--- config.mk ---
export PLATFORM = sky130hd
export DESIGN_NAME = gpu_pkt_framer
export DESIGN_NICKNAME = d
export VERILOG_FILES = /design/src/rtl/gpf_pkg.sv /design/src/rtl/gpf_datapath.sv /design/src/rtl/gpf_ctrl.sv /design/src/rtl/gpu_pkt_framer.sv
export SDC_FILE = /design/constraint.sdc
export NUM_CORES = 1
export LEC_CHECK = 0
export CORE_MARGIN = 2
export CORE_UTILIZATION = 35
export CTS_CLUSTER_SIZE = 20
export DETAILED_ROUTE_END_ITERATION = 10
export PLACE_DENSITY_LB_ADDON = 0.08
export SYNTH_ARGS = -nofsm -noshare
export SYNTH_HDL_FRONTEND = slang
export SYNTH_SLANG_ARGS = --single-unit
--- constraint.sdc ---
create_clock -name clk -period 7.5 [get_ports clk]
set_input_delay 1.5 -clock clk [delete_from_list [all_inputs] [get_ports clk]]
set_output_delay 1.5 -clock clk [all_outputs]
set_load 0.01 [all_outputs]
--- src/rtl/gpf_pkg.sv ---
package gpf_pkg;

  typedef enum logic [2:0] {
    CL_DROP,
    CL_ENV,
    CL_DRAW,
    CL_MONO,
    CL_SHADE,
    CL_XFER,
    CL_COPY
  } cls_e;

  typedef struct packed {
    cls_e       cls;
    logic [3:0] words;  // total words for fixed kinds, minimum for polylines
  } dec_t;

  typedef struct packed {
    logic store;
    logic clear;
    logic shadowWr;
    logic refresh;
    logic advRead;
  } strobe_t;

  function automatic dec_t decodeOp(input logic [7:0] op);
    dec_t d;
    d.cls   = CL_DROP;
    d.words = 4'd1;
    if (op == 8'h02) begin
      d.cls = CL_DRAW; d.words = 4'd3;
    end else if (op[7:5] == 3'b001) begin
      d.cls = CL_DRAW;
      case (op[4:2])
        3'd0:    d.words = 4'd4;
        3'd1:    d.words = 4'd7;
        3'd2:    d.words = 4'd5;
        3'd3:    d.words = 4'd9;
        3'd4:    d.words = 4'd6;
        3'd5:    d.words = 4'd9;
        3'd6:    d.words = 4'd8;
        default: d.words = 4'd12;
      endcase
    end else if (op[7:3] == 5'b01000) begin
      d.cls = CL_DRAW; d.words = 4'd3;
    end else if (op[7:3] == 5'b01001) begin
      d.cls = CL_MONO; d.words = 4'd4;
    end else if (op[7:3] == 5'b01010) begin
      d.cls = CL_DRAW; d.words = 4'd4;
    end else if (op[7:3] == 5'b01011) begin
      d.cls = CL_SHADE; d.words = 4'd5;
    end else if (op[7:5] == 3'b011) begin
      if (op[4:3] == 2'b01 && op[2]) begin
        d.cls = CL_DROP;
      end else begin
        d.cls   = CL_DRAW;
        d.words = 4'd2 + {3'd0, op[4:3] == 2'b00} + {3'd0, op[2]};
      end
    end else if (op[7:5] == 3'b100) begin
      d.cls = CL_COPY; d.words = 4'd4;
    end else if (op[7:5] == 3'b101 || op[7:5] == 3'b110) begin
      d.cls = CL_XFER; d.words = 4'd3;
    end else if (op[7:3] == 5'b11100) begin
      d.cls = CL_ENV;
    end
    return d;
  endfunction

  function automatic logic isTerm(input logic [31:0] w);
    return (w & 32'hF000_F000) == 32'h5000_5000;
  endfunction

endpackage

--- src/rtl/gpf_datapath.sv ---
module gpf_datapath
  import gpf_pkg::*;
#(
  parameter int DEPTH = 16
) (
  input  logic          clk,
  input  logic          rstN,
  input  strobe_t       strb,
  input  logic [31:0]   inWord,
  output logic [$clog2(DEPTH+1)-1:0] count,
  output logic          lastRd,
  output logic [31:0]   drawWord,
  output logic [31:0]   xferHdr,
  output logic [31:0]   xferPos,
  output logic [31:0]   xferSize,
  output logic [31:0]   copySrc,
  output logic [31:0]   copyDst,
  output logic [31:0]   copySize,
  output logic [12:0]   statusBits,
  output logic [255:0]  envRegs
);
  localparam int CW = $clog2(DEPTH + 1);
  localparam int IW = $clog2(DEPTH);
  localparam int NSH = 8;

  logic [31:0]   bufMem [DEPTH];
  logic [IW-1:0] readIdx;
  logic [IW-1:0] wrIdx;
  logic [31:0]   shadow [NSH];

  assign wrIdx = count[IW-1:0];

  always_ff @(posedge clk) begin
    if (strb.store) bufMem[wrIdx] <= inWord;
  end

  always_ff @(posedge clk) begin
    if (!rstN) begin
      count   <= '0;
      readIdx <= '0;
    end else if (strb.clear) begin
      count   <= '0;
      readIdx <= '0;
    end else begin
      if (strb.store)   count   <= count + CW'(1);
      if (strb.advRead) readIdx <= readIdx + IW'(1);
    end
  end

  assign lastRd   = (CW'(readIdx) + CW'(1)) == count;
  assign drawWord = bufMem[readIdx];
  assign xferHdr  = bufMem[0];
  assign xferPos  = bufMem[1];
  assign xferSize = bufMem[2];
  assign copySrc  = bufMem[1];
  assign copyDst  = bufMem[2];
  assign copySize = bufMem[3];

  for (genvar g = 0; g < NSH; g++) begin : g_shadow
    always_ff @(posedge clk) begin
      if (!rstN)
        shadow[g] <= {8'(8'hE0 + g), 24'h0};
      else if (strb.shadowWr && inWord[26:24] == 3'(g))
        shadow[g] <= inWord;
    end
    assign envRegs[32*g +: 32] = shadow[g];
  end

  always_ff @(posedge clk) begin
    if (!rstN)
      statusBits <= '0;
    else if (strb.refresh)
      statusBits <= {shadow[6][1:0], shadow[1][10:0]};
  end

endmodule

--- src/rtl/gpf_ctrl.sv ---
module gpf_ctrl
  import gpf_pkg::*;
#(
  parameter int DEPTH = 16
) (
  input  logic          clk,
  input  logic          rstN,
  input  logic [31:0]   inWord,
  input  logic          inValid,
  output logic          inReady,
  input  logic [$clog2(DEPTH+1)-1:0] count,
  input  logic          lastRd,
  output logic          drawValid,
  input  logic          drawReady,
  output logic          xferValid,
  input  logic          xferReady,
  output logic          xferRead,
  output logic          payloadStart,
  output logic          copyValid,
  input  logic          copyReady,
  output logic          polyErr,
  output strobe_t       strb
);
  localparam int CW = $clog2(DEPTH + 1);

  typedef enum logic [2:0] {S_IDLE, S_GATHER, S_DRAW, S_XFER, S_COPY} state_e;

  state_e     state, nextState;
  cls_e       kind;
  logic [3:0] target;
  logic       isRd;
  logic       envPend;
  dec_t       dec;
  logic       term;
  logic       gatherDone;
  logic       forceEnd;
  logic       startPkt;

  assign dec  = decodeOp(inWord[31:24]);
  assign term = isTerm(inWord);

  always_comb begin
    strb       = '0;
    inReady    = 1'b0;
    drawValid  = 1'b0;
    xferValid  = 1'b0;
    copyValid  = 1'b0;
    nextState  = state;
    gatherDone = 1'b0;
    forceEnd   = 1'b0;
    startPkt   = 1'b0;
    case (state)
      S_IDLE: begin
        inReady = 1'b1;
        if (inValid) begin
          case (dec.cls)
            CL_ENV:  strb.shadowWr = 1'b1;
            CL_DROP: ;
            default: begin
              strb.store = 1'b1;
              startPkt   = 1'b1;
              nextState  = S_GATHER;
            end
          endcase
        end
      end
      S_GATHER: begin
        inReady = 1'b1;
        if (inValid) begin
          strb.store = 1'b1;
          case (kind)
            CL_MONO: begin
              gatherDone = (count >= CW'(3)) && term;
              forceEnd   = !gatherDone && (count == CW'(DEPTH - 1));
            end
            CL_SHADE: begin
              gatherDone = (count >= CW'(4)) && !count[0] && term;
              forceEnd   = !gatherDone && (count == CW'(DEPTH - 1));
            end
            default: gatherDone = (count + CW'(1)) == CW'(target);
          endcase
          if (gatherDone || forceEnd) begin
            case (kind)
              CL_XFER: nextState = S_XFER;
              CL_COPY: nextState = S_COPY;
              default: nextState = S_DRAW;
            endcase
          end
        end
      end
      S_DRAW: begin
        drawValid = 1'b1;
        if (drawReady) begin
          strb.advRead = 1'b1;
          if (lastRd) begin
            strb.clear = 1'b1;
            nextState  = S_IDLE;
          end
        end
      end
      S_XFER: begin
        xferValid = 1'b1;
        if (xferReady) begin
          strb.clear = 1'b1;
          nextState  = S_IDLE;
        end
      end
      S_COPY: begin
        copyValid = 1'b1;
        if (copyReady) begin
          strb.clear = 1'b1;
          nextState  = S_IDLE;
        end
      end
      default: nextState = S_IDLE;
    endcase
    strb.refresh = envPend;
  end

  always_ff @(posedge clk) begin
    if (!rstN) begin
      state        <= S_IDLE;
      kind         <= CL_DROP;
      target       <= '0;
      isRd         <= 1'b0;
      envPend      <= 1'b0;
      polyErr      <= 1'b0;
      payloadStart <= 1'b0;
    end else begin
      state        <= nextState;
      envPend      <= strb.shadowWr;
      polyErr      <= forceEnd;
      payloadStart <= (state == S_XFER) && xferReady && !isRd;
      if (startPkt) begin
        kind   <= dec.cls;
        target <= dec.words;
        isRd   <= inWord[31:29] == 3'b110;
      end
    end
  end

  assign xferRead = isRd;

endmodule

--- src/rtl/gpu_pkt_framer.sv ---
module gpu_pkt_framer
  import gpf_pkg::*;
#(
  parameter int DEPTH = 16
) (
  input  logic         clk,
  input  logic         rstN,
  input  logic [31:0]  inWord,
  input  logic         inValid,
  output logic         inReady,
  output logic [31:0]  drawWord,
  output logic         drawLast,
  output logic         drawValid,
  input  logic         drawReady,
  output logic [31:0]  xferHdr,
  output logic [31:0]  xferPos,
  output logic [31:0]  xferSize,
  output logic         xferRead,
  output logic         xferValid,
  input  logic         xferReady,
  output logic         payloadStart,
  output logic [31:0]  copySrc,
  output logic [31:0]  copyDst,
  output logic [31:0]  copySize,
  output logic         copyValid,
  input  logic         copyReady,
  output logic         polyErr,
  output logic [12:0]  statusBits,
  output logic [255:0] envRegs
);
  localparam int CW = $clog2(DEPTH + 1);

  strobe_t       strb;
  logic [CW-1:0] count;
  logic          lastRd;

  gpf_ctrl #(.DEPTH(DEPTH)) u_ctrl (
    .clk(clk), .rstN(rstN), .inWord(inWord), .inValid(inValid), .inReady(inReady),
    .count(count), .lastRd(lastRd), .drawValid(drawValid), .drawReady(drawReady),
    .xferValid(xferValid), .xferReady(xferReady), .xferRead(xferRead),
    .payloadStart(payloadStart), .copyValid(copyValid), .copyReady(copyReady),
    .polyErr(polyErr), .strb(strb)
  );

  gpf_datapath #(.DEPTH(DEPTH)) u_dp (
    .clk(clk), .rstN(rstN), .strb(strb), .inWord(inWord), .count(count),
    .lastRd(lastRd), .drawWord(drawWord), .xferHdr(xferHdr), .xferPos(xferPos),
    .xferSize(xferSize), .copySrc(copySrc), .copyDst(copyDst), .copySize(copySize),
    .statusBits(statusBits), .envRegs(envRegs)
  );

  assign drawLast = lastRd;

endmodule

==> run metrics <==
status finished, final reports clean; initial antenna violation count 3; GRT Resource Usage Total 0.201; Cells after DPL about 3200; Tightest Hold Check Type flop to flop; Starting DRT DRC Count ~1100; Hold Slack roughly 0.50 ns; chip height slightly above 300 um; largest net degree at the start of global routing between 60 and 70; CTS max path bufs 3; Layout fillers around 7500; full die area ~91000 um^2; wire length per cell roughly 27 um; Hold Buf Count CTS 0; slew margin rel. 0.170; Post-synth ARST share 0; synthesized cell area ~31000 um^2; CTS Buf Count just under 90; Pint between 7000 and 8000 uW; peak supply drop between 0.15 and 0.2 mV; instance area at placement roughly 38000 um^2; top_reg_cell synth edfxtp_1; antenna viol nets, final 0; DRT Pass-1 Iters 9; Synth Warn # 0; Clk pin slew, worst setup/hold paths 0.06 ns; register bit total from synthesis around 810; final hold violations 0; total of max-cap violations 0; Synth area leaders edfxtp_1, mux4_2, and2_1; gp weighted congestion between 0.7 and 0.8; Sw Share 0.226; clock sinks around 800; post-DP HPWL about 61000 um; WP data arrival just under 6 ns; Crit. End Element flop; CTS tree done; sequential share of the synthesized area 0.767; number of setup buffers added after CTS 0; CP startpoint kind input port; setup tns final 0 ns; Yosys top cell by area edfxtp_1; clock power share 0.407; Worst Max-Slew Pin Slew around 1.2 ns; unrepaired setup endpoints after global routing false; max-slew violations 0; Top Ports 539; P per Cell Area roughly 240 nW/um^2; combinational power share 0.079; Root Buffer clkbuf_16; area delta synth->final 31.1%; Avg Inst Size Synth ~20 um^2; WS Path Type input port to flop; Clk Latency, worst-skew pair ~0.64 ns; first-pass GRT wire length approximately 130000 um; # port buffers between 500 and 600; layout cells sized above 1 0.169; # nets final 2206; fin area 40800 um^2; post-synthesis cell count roughly 1600; Lkg Pwr 0.0134 uW; final std cells w/o fill around 3400; vias in the first global route between 15000 and 20000; Seq pwr share 0.514; routed wire length around 90000 um; core footprint around 88000 um^2; fmax 0.178 GHz; H-tree level count 3; crit path max fanout 35; Finish-stage setup viols 0; Initial Util 0.352; Final Skew roughly 0.027 ns; Core Rows approximately 110; top cells by count, synth edfxtp_1, and2_1, mux4_2, buf_4, nor2_1; Synth cell types 57; drt drc 0; post-synth top area share 0.742; vias 16600; Post-synth EDFFs 768; Via density between 4 and 5; GR Overflow Total 0; most frequent cell after synthesis edfxtp_1; final period utilization 0.750; Psw 2250 uW; min Tclk post-route between 5 and 6 ns; Power, Total around 10000 uW; CTS resizes 0; CP required 7.73 ns; Die Wd 302 um
==> final cells by class <==
cell class	count	area (um^2)	area share
Sequential cell	808	23900	0.586
Multi-Input combinational cell	661	6890	0.169
Timing Repair Buffer	592	5830	0.143
Clock buffer	108	2280	0.0558
Tap cell	1165	1460	0.0358
Clock inverter	45	384	0.00942
Inverter	11	41.3	0.00101
Antenna cell	1	2.50	0.0000614
==> through the flow <==
step,setup slack (ns),util
final,1.88,0.462
after global routing,1.64,0.462
after CTS,1.96,0.462
after detailed placement,1.31,0.432
after global placement,1.50,0.432
after floorplan,1.45,-
==> logic make-up after synthesis <==
family	synth area share
compound gates	0.0135
xor+xnor	0.00579
fa+ha+maj	0.00282
buf+inv	0.0260
flops	0.767
mux	0.122
other cells	0.000242
simple gates	0.0622
==> path summary, 6_finish.rpt <==
check | start | end | slack, ns | depth (start not counted)
worst max register to register | u_ctrl.state[1] | u_dp.shadow[1][94] | 3.83 | 6
worst max-delay path | inWord[28] | u_dp.shadow[1][94] | 1.88 | 7
worst min-delay path | u_dp.statusBits[10] | u_dp.statusBits[10] | 0.50 | 2
worst min register to register | u_dp.statusBits[10] | u_dp.statusBits[10] | 0.50 | 2
==> cell usage in the layout (no fill, tap or decap), drive strengths merged, types with 3 or more instances in the layout <==
cell type / n
nor3b: 5
dfxtp: 40
edfxtp: 768
clkinv: 32
o21ai: 18
xnor2: 11
o211ai: 3
conb: 64
nand2: 22
clkinvlp: 5
and2: 193
nand3: 12
inv: 15
clkdlybuf4s50: 538
mux2i: 19
clkbuf: 108
ha: 7
nor2b: 4
a211oi: 5
nand2b: 9
nand4: 4
a31oi: 4
nor3: 18
xor2: 7
bufinv: 4
nor2: 47
a21oi: 10
buf: 54
or3: 4
mux4: 160
==> sequential cells by signal, summed over array words and instances, names as in the netlist, named ones only <==
register	cells
u_ctrl.polyErr	1
u_ctrl.envPend	1
u_ctrl.target	4
u_dp.bufMem	512
u_ctrl.xferRead	1
u_ctrl.kind	3
u_dp.count	5
u_ctrl.state	3
u_ctrl.payloadStart	1
u_dp.statusBits	13
u_dp.shadow	256
u_dp.readIdx	4
==> metal layers <==
| metal | GRT usage | wire (um) | up-vias |
|---|---|---|---|
| met5 | 0 | 0 | - |
| met4 | 0.0536 | 1940 | 0 |
| met3 | 0.0724 | 8150 | 104 |
| met2 | 0.321 | 43900 | 564 |
| met1 | 0.262 | 38200 | 8714 |
| li1 | - | - | 7220 |
==> worst max-delay path, cell delays in order <==
cell and delay, ns:
clkdlybuf4s50_1 1.05, or3_1 0.64, a22o_1 0.24, a211oi_4 0.36, nand4_1 0.51, or2_1 0.54, o21ai_4 0.95
==> power by group through the flow <==
stage	sequential, uW	clock, uW	combinational, uW
floorplan	5240	0	266
global placement	5210	0	798
detailed placement	5210	0	798
CTS	5120	4160	803
global route	5120	4330	838
finish	5110	4060	785
(Power assumes the default switching activity.)
